[src/rtl/spf_pkg.sv]
package spf_pkg;

    localparam int BUS_W = 16;

    localparam logic [1:0] A_CTRL = 2'd0;
    localparam logic [1:0] A_DATA = 2'd1;
    localparam logic [1:0] A_STAT = 2'd2;

    localparam int CB_TEST  = 4;
    localparam int CB_SEL   = 5;
    localparam int CB_FLUSH = 6;

    typedef enum logic [1:0] {
        ST_RUN    = 2'd0,
        ST_TST_TX = 2'd1,
        ST_TST_RX = 2'd2,
        ST_FLUSH  = 2'd3
    } spf_mode_e;

    typedef struct packed {
        logic [3:0] rx_thr;
        logic [3:0] tx_thr;
        logic       sel;
        logic       test;
        logic [3:0] wsz;
    } spf_ctrl_t;

    function automatic logic [BUS_W-1:0] word_mask(input logic [3:0] code);
        int n;
        n = (code < 4'd3) ? 4 : int'(code) + 1;
        word_mask = '0;
        for (int i = 0; i < BUS_W; i++) begin
            if (i < n) word_mask[i] = 1'b1;
        end
    endfunction

    function automatic spf_mode_e mode_of(input logic test, input logic sel);
        if (!test) mode_of = ST_RUN;
        else if (sel) mode_of = ST_TST_RX;
        else mode_of = ST_TST_TX;
    endfunction

endpackage

[src/rtl/spf_fifo.sv]
module spf_fifo #(
    parameter int DEPTH = 16,
    parameter int W     = 16
) (
    input  logic                       clk,
    input  logic                       rst_n,
    input  logic                       clr,
    input  logic                       push,
    input  logic [W-1:0]               din,
    input  logic                       pop,
    output logic [W-1:0]               dout,
    output logic [$clog2(DEPTH+1)-1:0] level,
    output logic                       full,
    output logic                       empty,
    output logic                       drop
);
    localparam int AW = (DEPTH > 1) ? $clog2(DEPTH) : 1;
    localparam int LW = $clog2(DEPTH + 1);

    logic [W-1:0]  mem [DEPTH];
    logic [AW-1:0] rd_ptr, wr_ptr;
    logic          pop_ok, push_ok;

    function automatic logic [AW-1:0] bump(input logic [AW-1:0] p);
        bump = (p == AW'(DEPTH - 1)) ? '0 : p + 1'b1;
    endfunction

    assign empty   = (level == '0);
    assign full    = (level == LW'(DEPTH));
    assign pop_ok  = pop && !empty && !clr;
    assign push_ok = push && !clr && (!full || pop_ok);
    assign drop    = push && !clr && !push_ok;
    assign dout    = empty ? '0 : mem[rd_ptr];

    always_ff @(posedge clk) begin
        if (push_ok) mem[wr_ptr] <= din;
    end

    always_ff @(posedge clk or negedge rst_n) begin
        if (!rst_n) begin
            rd_ptr <= '0;
            wr_ptr <= '0;
            level  <= '0;
        end else if (clr) begin
            rd_ptr <= '0;
            wr_ptr <= '0;
            level  <= '0;
        end else begin
            if (push_ok) wr_ptr <= bump(wr_ptr);
            if (pop_ok)  rd_ptr <= bump(rd_ptr);
            if (push_ok && !pop_ok)      level <= level + 1'b1;
            else if (pop_ok && !push_ok) level <= level - 1'b1;
        end
    end

    // level never exceeds capacity
    a_r11_level_bound: assert property (@(posedge clk) disable iff (!rst_n)
        level <= LW'(DEPTH));

    // a push into a full queue without a pop leaves it full
    a_r11_full_drop: assert property (@(posedge clk) disable iff (!rst_n)
        (push && full && !pop && !clr) |=> (level == LW'(DEPTH)));

    // popping an empty queue keeps it empty
    a_r11_empty_pop: assert property (@(posedge clk) disable iff (!rst_n)
        (pop && empty && !push && !clr) |=> (level == '0));

    // simultaneous push and pop keep the level
    a_r13_pushpop_level: assert property (@(posedge clk) disable iff (!rst_n)
        (push && pop && !empty && !clr) |=> $stable(level));

endmodule

[src/rtl/spf_ctrl_regs.sv]
module spf_ctrl_regs
    import spf_pkg::*;
(
    input  logic             clk,
    input  logic             rst_n,
    input  logic             wr_ctrl,
    input  logic [BUS_W-1:0] wdata,
    output spf_ctrl_t        ctrl_q,
    output logic             flush_req,
    output logic [BUS_W-1:0] ctrl_rd
);
    logic unused_rsvd;
    assign unused_rsvd = wdata[7];

    always_ff @(posedge clk or negedge rst_n) begin
        if (!rst_n) begin
            ctrl_q <= '{rx_thr: 4'h0, tx_thr: 4'h0, sel: 1'b0, test: 1'b0, wsz: 4'hF};
        end else if (wr_ctrl) begin
            ctrl_q <= '{rx_thr: wdata[15:12], tx_thr: wdata[11:8],
                        sel: wdata[CB_SEL], test: wdata[CB_TEST], wsz: wdata[3:0]};
        end
    end

    assign flush_req = wr_ctrl && wdata[CB_FLUSH];
    assign ctrl_rd   = {ctrl_q.rx_thr, ctrl_q.tx_thr, 2'b00, ctrl_q.sel, ctrl_q.test, ctrl_q.wsz};

endmodule

[src/rtl/spf_mode_fsm.sv]
module spf_mode_fsm
    import spf_pkg::*;
(
    input  logic      clk,
    input  logic      rst_n,
    input  logic      wr_ctrl,
    input  logic      wr_test,
    input  logic      wr_sel,
    input  logic      flush_req,
    input  logic      cur_test,
    input  logic      cur_sel,
    input  logic      data_wr,
    input  logic      data_rd,
    input  logic      ser_tx_ready,
    input  logic      ser_rx_valid,
    input  logic      tx_empty,
    output spf_mode_e mode,
    output logic      tx_push,
    output logic      tx_pop,
    output logic      rx_push,
    output logic      rx_pop,
    output logic      rx_from_cpu,
    output logic      rd_from_tx,
    output logic      rd_blank,
    output logic      fifo_clr,
    output logic      ser_tx_valid
);
    spf_mode_e nxt;

    always_comb begin
        if (flush_req)              nxt = ST_FLUSH;
        else if (wr_ctrl)           nxt = mode_of(wr_test, wr_sel);
        else if (mode == ST_FLUSH)  nxt = mode_of(cur_test, cur_sel);
        else                        nxt = mode;
    end

    always_ff @(posedge clk or negedge rst_n) begin
        if (!rst_n) mode <= ST_RUN;
        else        mode <= nxt;
    end

    always_comb begin
        tx_push      = 1'b0;
        tx_pop       = 1'b0;
        rx_push      = 1'b0;
        rx_pop       = 1'b0;
        rx_from_cpu  = 1'b0;
        rd_from_tx   = 1'b0;
        rd_blank     = 1'b0;
        fifo_clr     = 1'b0;
        ser_tx_valid = 1'b0;
        unique case (mode)
            ST_RUN: begin
                tx_push      = data_wr;
                ser_tx_valid = !tx_empty;
                tx_pop       = ser_tx_ready && !tx_empty;
                rx_push      = ser_rx_valid;
                rx_pop       = data_rd;
            end
            ST_TST_TX: begin
                tx_push    = data_wr;
                tx_pop     = data_rd;
                rd_from_tx = 1'b1;
            end
            ST_TST_RX: begin
                rx_push     = data_wr;
                rx_from_cpu = 1'b1;
                rx_pop      = data_rd;
            end
            ST_FLUSH: begin
                fifo_clr = 1'b1;
                rd_blank = 1'b1;
            end
        endcase
    end

    // the flush state lasts a single cycle unless re-requested
    a_r12_flush_leaves: assert property (@(posedge clk) disable iff (!rst_n)
        (mode == ST_FLUSH && !flush_req) |=> (mode != ST_FLUSH));

    // no transmit word is offered outside run mode
    a_r8_no_offer_in_test: assert property (@(posedge clk) disable iff (!rst_n)
        (mode != ST_RUN) |-> !tx_pop || data_rd);

endmodule

[src/rtl/spfifo_ctrl.sv]
module spfifo_ctrl
    import spf_pkg::*;
#(
    parameter int DEPTH = 16
) (
    input  logic             clk,
    input  logic             rst_n,
    input  logic [1:0]       cpu_addr,
    input  logic             cpu_wr,
    input  logic             cpu_rd,
    input  logic [BUS_W-1:0] cpu_wdata,
    output logic [BUS_W-1:0] cpu_rdata,
    output logic             ser_tx_valid,
    input  logic             ser_tx_ready,
    output logic [BUS_W-1:0] ser_tx_data,
    input  logic             ser_rx_valid,
    input  logic [BUS_W-1:0] ser_rx_data,
    output logic             tx_irq,
    output logic             rx_irq
);
    localparam int LW = $clog2(DEPTH + 1);

    spf_ctrl_t        ctrl;
    spf_mode_e        mode;
    logic             wr_ctrl, data_wr, data_rd, flush_req;
    logic [BUS_W-1:0] ctrl_rd, mask, tx_din, rx_din, tx_dout, rx_dout, status;
    logic             tx_push, tx_pop, rx_push, rx_pop;
    logic             rx_from_cpu, rd_from_tx, rd_blank, fifo_clr;
    logic [LW-1:0]    tx_lvl, rx_lvl;
    logic             tx_full, tx_empty, rx_full, rx_empty, tx_drop, rx_drop;
    logic             tx_ovr, rx_ovr;

    assign wr_ctrl = cpu_wr && (cpu_addr == A_CTRL);
    assign data_wr = cpu_wr && (cpu_addr == A_DATA);
    assign data_rd = cpu_rd && (cpu_addr == A_DATA);

    spf_ctrl_regs u_regs (
        .clk      (clk),
        .rst_n    (rst_n),
        .wr_ctrl  (wr_ctrl),
        .wdata    (cpu_wdata),
        .ctrl_q   (ctrl),
        .flush_req(flush_req),
        .ctrl_rd  (ctrl_rd)
    );

    spf_mode_fsm u_fsm (
        .clk         (clk),
        .rst_n       (rst_n),
        .wr_ctrl     (wr_ctrl),
        .wr_test     (cpu_wdata[CB_TEST]),
        .wr_sel      (cpu_wdata[CB_SEL]),
        .flush_req   (flush_req),
        .cur_test    (ctrl.test),
        .cur_sel     (ctrl.sel),
        .data_wr     (data_wr),
        .data_rd     (data_rd),
        .ser_tx_ready(ser_tx_ready),
        .ser_rx_valid(ser_rx_valid),
        .tx_empty    (tx_empty),
        .mode        (mode),
        .tx_push     (tx_push),
        .tx_pop      (tx_pop),
        .rx_push     (rx_push),
        .rx_pop      (rx_pop),
        .rx_from_cpu (rx_from_cpu),
        .rd_from_tx  (rd_from_tx),
        .rd_blank    (rd_blank),
        .fifo_clr    (fifo_clr),
        .ser_tx_valid(ser_tx_valid)
    );

    assign mask   = word_mask(ctrl.wsz);
    assign tx_din = cpu_wdata & mask;
    assign rx_din = (rx_from_cpu ? cpu_wdata : ser_rx_data) & mask;

    spf_fifo #(.DEPTH(DEPTH), .W(BUS_W)) u_txq (
        .clk  (clk),
        .rst_n(rst_n),
        .clr  (fifo_clr),
        .push (tx_push),
        .din  (tx_din),
        .pop  (tx_pop),
        .dout (tx_dout),
        .level(tx_lvl),
        .full (tx_full),
        .empty(tx_empty),
        .drop (tx_drop)
    );

    spf_fifo #(.DEPTH(DEPTH), .W(BUS_W)) u_rxq (
        .clk  (clk),
        .rst_n(rst_n),
        .clr  (fifo_clr),
        .push (rx_push),
        .din  (rx_din),
        .pop  (rx_pop),
        .dout (rx_dout),
        .level(rx_lvl),
        .full (rx_full),
        .empty(rx_empty),
        .drop (rx_drop)
    );

    always_ff @(posedge clk or negedge rst_n) begin
        if (!rst_n) begin
            tx_ovr <= 1'b0;
            rx_ovr <= 1'b0;
        end else if (fifo_clr) begin
            tx_ovr <= 1'b0;
            rx_ovr <= 1'b0;
        end else begin
            if (tx_drop) tx_ovr <= 1'b1;
            if (rx_drop) rx_ovr <= 1'b1;
        end
    end

    assign ser_tx_data = tx_dout;
    assign tx_irq      = (tx_lvl <= LW'(ctrl.tx_thr));
    assign rx_irq      = (rx_lvl >= LW'(ctrl.rx_thr));
    assign status      = {rx_ovr, rx_empty, rx_full, 5'(rx_lvl),
                          tx_ovr, tx_empty, tx_full, 5'(tx_lvl)};

    always_comb begin
        unique case (cpu_addr)
            A_CTRL:  cpu_rdata = ctrl_rd;
            A_DATA:  cpu_rdata = rd_blank ? '0 : (rd_from_tx ? tx_dout : rx_dout);
            A_STAT:  cpu_rdata = status;
            default: cpu_rdata = '0;
        endcase
    end

    // serial deliveries are discarded in test mode
    a_r8_rx_discard: assert property (@(posedge clk) disable iff (!rst_n)
        ((mode == ST_TST_TX || mode == ST_TST_RX) && ser_rx_valid
         && !data_wr && !data_rd && !wr_ctrl) |=> $stable(rx_lvl));

    // shifter handshakes move nothing out in test mode
    a_r8_tx_hold: assert property (@(posedge clk) disable iff (!rst_n)
        ((mode == ST_TST_TX || mode == ST_TST_RX) && ser_tx_ready
         && !data_wr && !data_rd && !wr_ctrl) |=> $stable(tx_lvl));

    // overrun flags stay set until a flush
    a_r11_ovr_sticky: assert property (@(posedge clk) disable iff (!rst_n)
        (tx_ovr && !fifo_clr) |=> tx_ovr);

endmodule

[config.mk]
export PLATFORM = sky130hd
export DESIGN_NAME = spfifo_ctrl
export DESIGN_NICKNAME = d
export VERILOG_FILES = /design/src/rtl/spf_pkg.sv /design/src/rtl/spf_fifo.sv /design/src/rtl/spf_ctrl_regs.sv /design/src/rtl/spf_mode_fsm.sv /design/src/rtl/spfifo_ctrl.sv
export SDC_FILE = /design/constraint.sdc
export NUM_CORES = 1
export LEC_CHECK = 0
export BUFFER_PORTS_ARGS = -buffer_cell sky130_fd_sc_hd__buf_2
export CAP_MARGIN = 20
export CORE_ASPECT_RATIO = 0.9
export CORE_MARGIN = 5
export CORE_UTILIZATION = 55
export CTS_BUF_LIST = sky130_fd_sc_hd__clkbuf_8
export DETAILED_ROUTE_END_ITERATION = 8
export PLACE_DENSITY = 0.78
export RECOVER_POWER = 100
export SLEW_MARGIN = 20
export SYNTH_ARGS = -nofsm -noshare
export SYNTH_HDL_FRONTEND = slang
export SYNTH_HIERARCHICAL = 1
export SYNTH_SLANG_ARGS = --single-unit
export TNS_END_PERCENT = 30
[constraint.sdc]
create_clock -name clk -period 6.45 [get_ports clk]
set_clock_uncertainty 0.1 [all_clocks]
set_input_delay 0.9675 -clock clk [delete_from_list [all_inputs] [get_ports clk]]
set_output_delay 0.9675 -clock clk [all_outputs]
set_load 0.01 [all_outputs]
==> results.py, run 1 <==
metrics = {
    "clock_network": {
        "post_cts_buffers": 0,
        "htreeDepth": 3,
        "post_cts_resize_count": 0,
        "cts_buffers": 88,
        "path_clk_slew_ns": 0.07,
        "insertion_delay_ns": 0.65,
        "cts_tree": "yes",
        "clockBufferDepth": 3,
        "cts.sinks": 556,
        "root_buffer": "clkbuf_8",
        "hold_buffers": 0,
    },
    "worst_setup_path": {
        "crit_buf_inv": 3,
        "crit_chain": "clkbuf_1, nor2b_4, and2_0, nor2b_1, o31ai_1, clkbuf_1, nor3_1, clkbuf_1",
        "crit_fanout": 18,
        "cp-start-kind": "input pin",
        "crit_arrival_ns": 5.74,
        "cp_top_family": "simple AND/OR/NAND/NOR gates",
        "path_class": "in -> reg",
        "end_kind": "flop",
        "crit_path_frequent_cell": "clkbuf_1",
        "required_ns": 6.60,
        "critPathMaxStageDelay_ns": 1.65,
        "cp_slowest_cell": "nor3_1",
    },
    "route": {
        "routedWlPerCell_um": 28.3,
        "drt.antenna.violating_nets": 0,
        "via_per_inst": 6.48,
        "drt-total-wl_um": 56200,
        "vias": 12900,
        "drt_iter0_drc": 1554,
        "drc_errors": 0,
        "dr.pass1.iters": 5,
    },
    "final_layout": {
        "multi_input_area_um2": 6720,
        "final_cells": 1989,
        "regArea_um2": 16500,
        "syn_to_final_growth_pct": 9.79,
        "nFillCells": 3027,
        "drive_gt1_frac": 0.255,
        "antenna_cells": 0,
        "nets": 1435,
    },
    "yosys": {
        "synth.area.mux_share": 0.186,
        "syn-cell-area_um2": 23900,
        "ys_types": 73,
        "ys_seq_area_frac": 0.690,
        "synth.avg_cell_area_um2": 19.1,
        "synth-edff-count": 512,
        "synthCells": 1251,
        "synth_top_family_by_area": "multiplexers",
        "synth_fa_ha_area_frac": 0.0163,
        "synth_xor_area_frac": 0.00220,
        "yosys.area_share.simple": 0.0493,
        "yosys_warnings": 6,
        "async_flop_share": 0.0791,
        "synth-compound-area-share": 0.0279,
        "synth-seq-cells": 556,
        "synth_flop_cell": "edfxtp_1",
    },
    "status": {
        "status": "finished with violations",
        "violations": "max-capacitance violations, max-slew violations",
    },
    "placement": {
        "placed_cells": 1830,
        "place_congestion": 0.862,
        "io_buffers": 74,
        "place_hpwl_um": 35100,
    },
    "grt": {
        "grt_max_degree": 70,
        "overflow": 0,
        "track_usage": 0.235,
        "first_global_vias": 12900,
        "antenna_found_initial": 0,
        "grt_pass1_wl_um": 83300,
    },
    "job": {
        "maxCapViolations": 12,
    },
    "power": {
        "pwr-share-comb": 0.302,
        "internal_power_mw": 7.29,
        "max-vdd-ir-drop_uv": 287,
        "netSwitchingFraction": 0.321,
        "power.leakage_nw": 8.77,
        "power_density_nw_per_um2": 409,
        "p_switching_mw": 3.45,
        "clockPowerShare": 0.265,
        "seqPwrFrac": 0.434,
        "power_mw": 10.7,
    },
    "sta": {
        "drv_slew": 179,
        "timing.final.crit_share": 0.866,
        "setup_viol": 0,
        "timing.final.hold_violations": 0,
        "max_freq_mhz": 179,
        "tightestPinTransition_ns": 2.70,
        "period_needed_ns": 5.58,
        "grt_setup_unrepaired": "no",
        "max_slew_margin": -0.802,
        "timing.setup.tns_ns": 0,
    },
    "floorplanning": {
        "start_util": 0.556,
        "die_w_um": 230,
        "num_io_pins": 75,
        "core_um2": 43000,
        "die_area_um2": 47700,
        "chipHeight_um": 208,
        "core.rowCount": 72,
    },
    "worst_hold_path": {
        "hp-class": "reg -> reg",
    },
}
==> worst paths after layout <==
path | start | endpoint | slack (ns) | cells after the start
max | cpu_addr[1] | u_rxq/mem[15][0] | 0.87 | 8
min | rx_ovr | rx_ovr | 0.42 | 2
max reg2reg | u_txq/level[1] | u_txq/mem[9][7] | 1.63 | 10
min reg2reg | rx_ovr | rx_ovr | 0.42 | 2
max in group asynchronous | rst_n | u_rxq/rd_ptr[0] | 3.26 | 1
min in group asynchronous | rst_n | u_txq/rd_ptr[0] | 1.09 | 1
==> stage by stage <==
stage	cell area, µm²	utilization	setup slack (ns)	hold slack (ns)
floorplan	23900	-	2.02	0.366
global placement	24800	0.578	2.01	0.386
detailed placement	24800	0.578	1.88	0.401
CTS	26500	0.617	1.35	0.429
global route	26200	0.610	0.678	0.459
finish	26200	0.610	0.866	0.425
==> per-layer routing <==
metal	track usage	part of all wire	vias to the layer above
met4	0.0596	0.019	0
li1	-	-	5286
met2	0.334	0.45	746
met3	0.0781	0.12	85
met5	0	0	-
met1	0.359	0.41	6763
==> logic make-up after synthesis <==
logic type | Yosys count
flip-flops | 556
multiplexers | 238
AND/OR/NAND/NOR | 206
buffers and inverters | 117
AO/OA/AOI/OAI | 97
adder cells (fa/ha/maj) | 30
XOR/XNOR | 6
other | 1
==> cell usage after synthesis (7+ instances only) <==
library cell | n | area, µm²
mux2i_1 | 56 | 561
o21ai_1 | 7 | 35.0
buf_2 | 19 | 95.1
dfrtp_1 | 40 | 1000
and2_1 | 55 | 344
mux2_4 | 9 | 135
clkbuf_1 | 28 | 105
buf_4 | 24 | 180
ha_1 | 27 | 338
edfxtp_1 | 512 | 15400
nor2_1 | 41 | 154
mux2_1 | 7 | 78.8
inv_1 | 24 | 90.1
nand3_1 | 8 | 40.0
buf_6 | 8 | 90.1
o22ai_1 | 17 | 106
nand2_1 | 17 | 63.8
a21oi_1 | 23 | 115
and3_1 | 7 | 43.8
nor3_1 | 14 | 70.1
nand2b_1 | 13 | 81.3
mux4_2 | 160 | 3600
nor2b_1 | 18 | 113
==> cell type report <==
type,count,share of cell area
sequential,556,0.629
multi-input combinational,579,0.256
clock buffer,93,0.0488
tap,555,0.0265
timing repair buffer,115,0.0213
clock inverter,65,0.0151
inverter,26,0.00372
==> placed cells by master, fill, tap and decap left out, types with 4 or more instances in the layout <==
cell       count
clkbuf_8      93
nor2b_1       18
o22ai_1       17
mux2_2         6
nor3_2         5
o21ai_0        9
buf_4         13
inv_1         54
nand3_1        8
mux2i_1       56
nand2b_1      13
nor3_1        10
buf_2         50
edfxtp_1     512
mux2_1        13
clkbuf_1      51
nor4b_1        4
dfrtp_1       37
a21oi_1       23
and2_0        26
and3_1         7
o211ai_1       6
nor4_1         7
mux4_2       160
a21o_1         5
nand2_1       17
bufinv_16      4
nor2_1        40
a311o_1        5
clkinv_2      11
and2_1        30
o21bai_1       4
ha_1          27
a31oi_1        5
clkinv_1      15
==> tightest hold or removal path, cell delays in order (launching register included) <==
cell and delay [ns]:
dfrtp_1 0.36, nor2_1 0.05, nor2_1 0.08
==> power by group through the flow <==
stage | Sequential (mW) | Combinational [mW] | Clock [mW]
after global placement | 4.71 | 3.18 | 0
after global routing | 4.69 | 3.46 | 3.07
after CTS | 4.66 | 3.27 | 2.89
final | 4.65 | 3.24 | 2.84
after detailed placement | 4.74 | 3.25 | 0
after floorplan | 4.46 | 2.51 | 0
==> registers in the layout (all words and copies together), names as in the netlist <==
| name | count |
|---|---|
| u_rxq/wr_ptr | 4 |
| tx_ovr | 1 |
| u_regs/ctrl_q | 14 |
| u_txq/level | 5 |
| u_rxq/rd_ptr | 4 |
| u_rxq/mem | 256 |
| rx_ovr | 1 |
| u_txq/rd_ptr | 4 |
| u_txq/mem | 256 |
| u_rxq/level | 5 |
| u_txq/wr_ptr | 4 |
| u_fsm/mode | 2 |
Power figures use the tool's default switching activity.
==> run 2, diff against run 1 <==
BUFFER_PORTS_ARGS = default   (was -buffer_cell sky130_fd_sc_hd__buf_2)
DONT_BUFFER_PORTS = 1   (was default)
PLACE_DENSITY = 0.66   (was 0.78)
==> results.py, run 2 (synthesis results as in run 1) <==
metrics = {
    "status": {
        "violations": "max-capacitance violations, max-slew violations",
        "status": "finished with violations",
    },
    "clock_network": {
        "hold_buffers": 1,
        "cts_buffers": 88,
        "cts.sinks": 556,
        "cts_tree": "yes",
        "root_buffer": "clkbuf_8",
        "post_cts_resize_count": 0,
        "insertion_delay_ns": 0.65,
        "path_clk_slew_ns": 0.06,
        "clockBufferDepth": 3,
        "post_cts_buffers": 0,
        "htreeDepth": 3,
    },
    "route": {
        "via_per_inst": 6.34,
        "drt.antenna.violating_nets": 0,
        "vias": 12200,
        "drc_errors": 0,
        "drt-total-wl_um": 55200,
        "drt_iter0_drc": 1200,
        "dr.pass1.iters": 5,
        "routedWlPerCell_um": 28.7,
    },
    "power": {
        "power.leakage_nw": 8.55,
        "power_density_nw_per_um2": 404,
        "max-vdd-ir-drop_uv": 241,
    },
    "sta": {
        "timing.setup.tns_ns": 0,
        "timing.final.crit_share": 0.823,
        "max_freq_mhz": 188,
        "grt_setup_unrepaired": "no",
        "period_needed_ns": 5.31,
        "timing.final.hold_violations": 0,
        "max_slew_margin": -0.535,
        "drv_slew": 230,
        "tightestPinTransition_ns": 2.30,
        "setup_viol": 0,
    },
    "worst_setup_path": {
        "worst-r2r-cell-count": 8,
        "cp_top_family": "flip-flops",
        "required_ns": 5.38,
        "cp_slowest_cell": "dfrtp_2",
        "rrSetupSlack_ns": 1.28,
        "cp-start-kind": "flop",
        "crit_fanout": 47,
        "r2r_end": "u_txq/mem[6][6]",
        "crit_arrival_ns": 4.24,
        "r2r-start": "u_txq/level[2]",
        "crit_path_frequent_cell": "mux4_2",
        "path_class": "reg -> out",
        "crit_chain": "buf_4, mux4_2, mux4_2, and2_0, mux2i_1, o22ai_1",
        "cp-startpoint": "u_txq/rd_ptr[0]",
        "end_kind": "primary output",
        "cp-endpoint": "cpu_rdata[12]",
        "crit_buf_inv": 1,
        "critPathMaxStageDelay_ns": 1.42,
        "cp_num_cells": 6,
    },
    "final_layout": {
        "drive_gt1_frac": 0.228,
        "layout_commonest_cell": "edfxtp_1",
        "nets": 1366,
        "syn_to_final_growth_pct": 8.27,
        "nFillCells": 3120,
        "antenna_cells": 0,
        "fin_area_um2": 25900,
        "largest_registers": "u_rxq/mem: 256 flops, u_txq/mem: 256 flops, u_regs/ctrl_q: 14 flops",
        "final_cell_mix": "edfxtp_1, mux4_2, clkbuf_8",
    },
    "floorplanning": {
        "die_w_um": 230,
        "start_util": 0.556,
        "core.rowCount": 72,
        "chipHeight_um": 208,
        "core_um2": 43000,
        "die_area_um2": 47700,
        "num_io_pins": 75,
    },
    "grt": {
        "antenna_found_initial": 1,
        "grt_max_degree": 48,
        "grt_pass1_wl_um": 81300,
        "track_usage": 0.233,
        "overflow": 0,
        "first_global_vias": 12200,
    },
    "placement": {
        "place_congestion": 0.836,
        "io_buffers": 0,
        "place_area_um2": 24500,
        "place_hpwl_um": 35200,
    },
    "worst_hold_path": {
        "hp-class": "in -> async",
    },
    "job": {
        "maxCapViolations": 10,
    },
}
run 2: cell types whose count changed in the layout (fill, tap and decap cells not counted), moves of 2 or more:
cell / previous run / this run
buf_2: 50 / 0
clkbuf_1: 51 / 33
inv_1: 54 / 65
and2_1: 30 / 20
and2_0: 26 / 35
clkinv_1: 15 / 8
clkbuf_8: 93 / 98
bufinv_16: 4 / 2
mux2_1: 13 / 15
mux2_4: 3 / 1
run 2: power breakdown:
| group | switching (mW) | total, mW | internal [mW] |
|---|---|---|---|
| logic | 1.54 | 2.95 | 1.40 |
| registers | 0.444 | 4.73 | 4.29 |
| clock network | 1.31 | 2.78 | 1.47 |
run 2: stage by stage:
| step | instances | hold slack, ns | setup WS [ns] | util | power (mW) |
|---|---|---|---|---|---|
| 2_1_floorplan | 1252 | 0.366 | 2.02 | - | 6.96 |
| 3_3_place_gp | 1760 | 0.381 | 2.02 | 0.570 | 7.74 |
| 3_5_place_dp | 1760 | 0.399 | 1.96 | 0.570 | 7.80 |
| 4_1_cts | 1921 | 0.0150 | 1.51 | 0.609 | 10.6 |
| 5_1_grt | 1922 | 0.00335 | 0.723 | 0.602 | 11.0 |
| 6_report | 1922 | 0.0664 | 1.14 | 0.602 | 10.5 |
run 2: final cells by class:
type	instances	area (µm²)	share of cell area
Multi-Input combinational cell	579	6710	0.259
Sequential cell	556	16500	0.637
Timing Repair Buffer	46	221	0.00856
Clock inverter	62	305	0.0118
Inverter	26	97.6	0.00377
Clock buffer	98	1350	0.0521
Tap cell	555	694	0.0268
run 2: worst min-delay path by stage:
stage | to
after global placement | tx_ovr
after detailed placement | rx_ovr
final | u_regs/ctrl_q[1]
after floorplan | rx_ovr
after CTS | u_regs/ctrl_q[0]
after global routing | u_regs/ctrl_q[1]
run 2: routing by layer:
layer  vias up  global-route usage  part of all wire
li1       5158                   -                 -
met5         -                   0                 0
met4         0              0.0468             0.015
met2       565               0.332              0.44
met1      6401               0.354              0.44
met3        65              0.0851              0.10
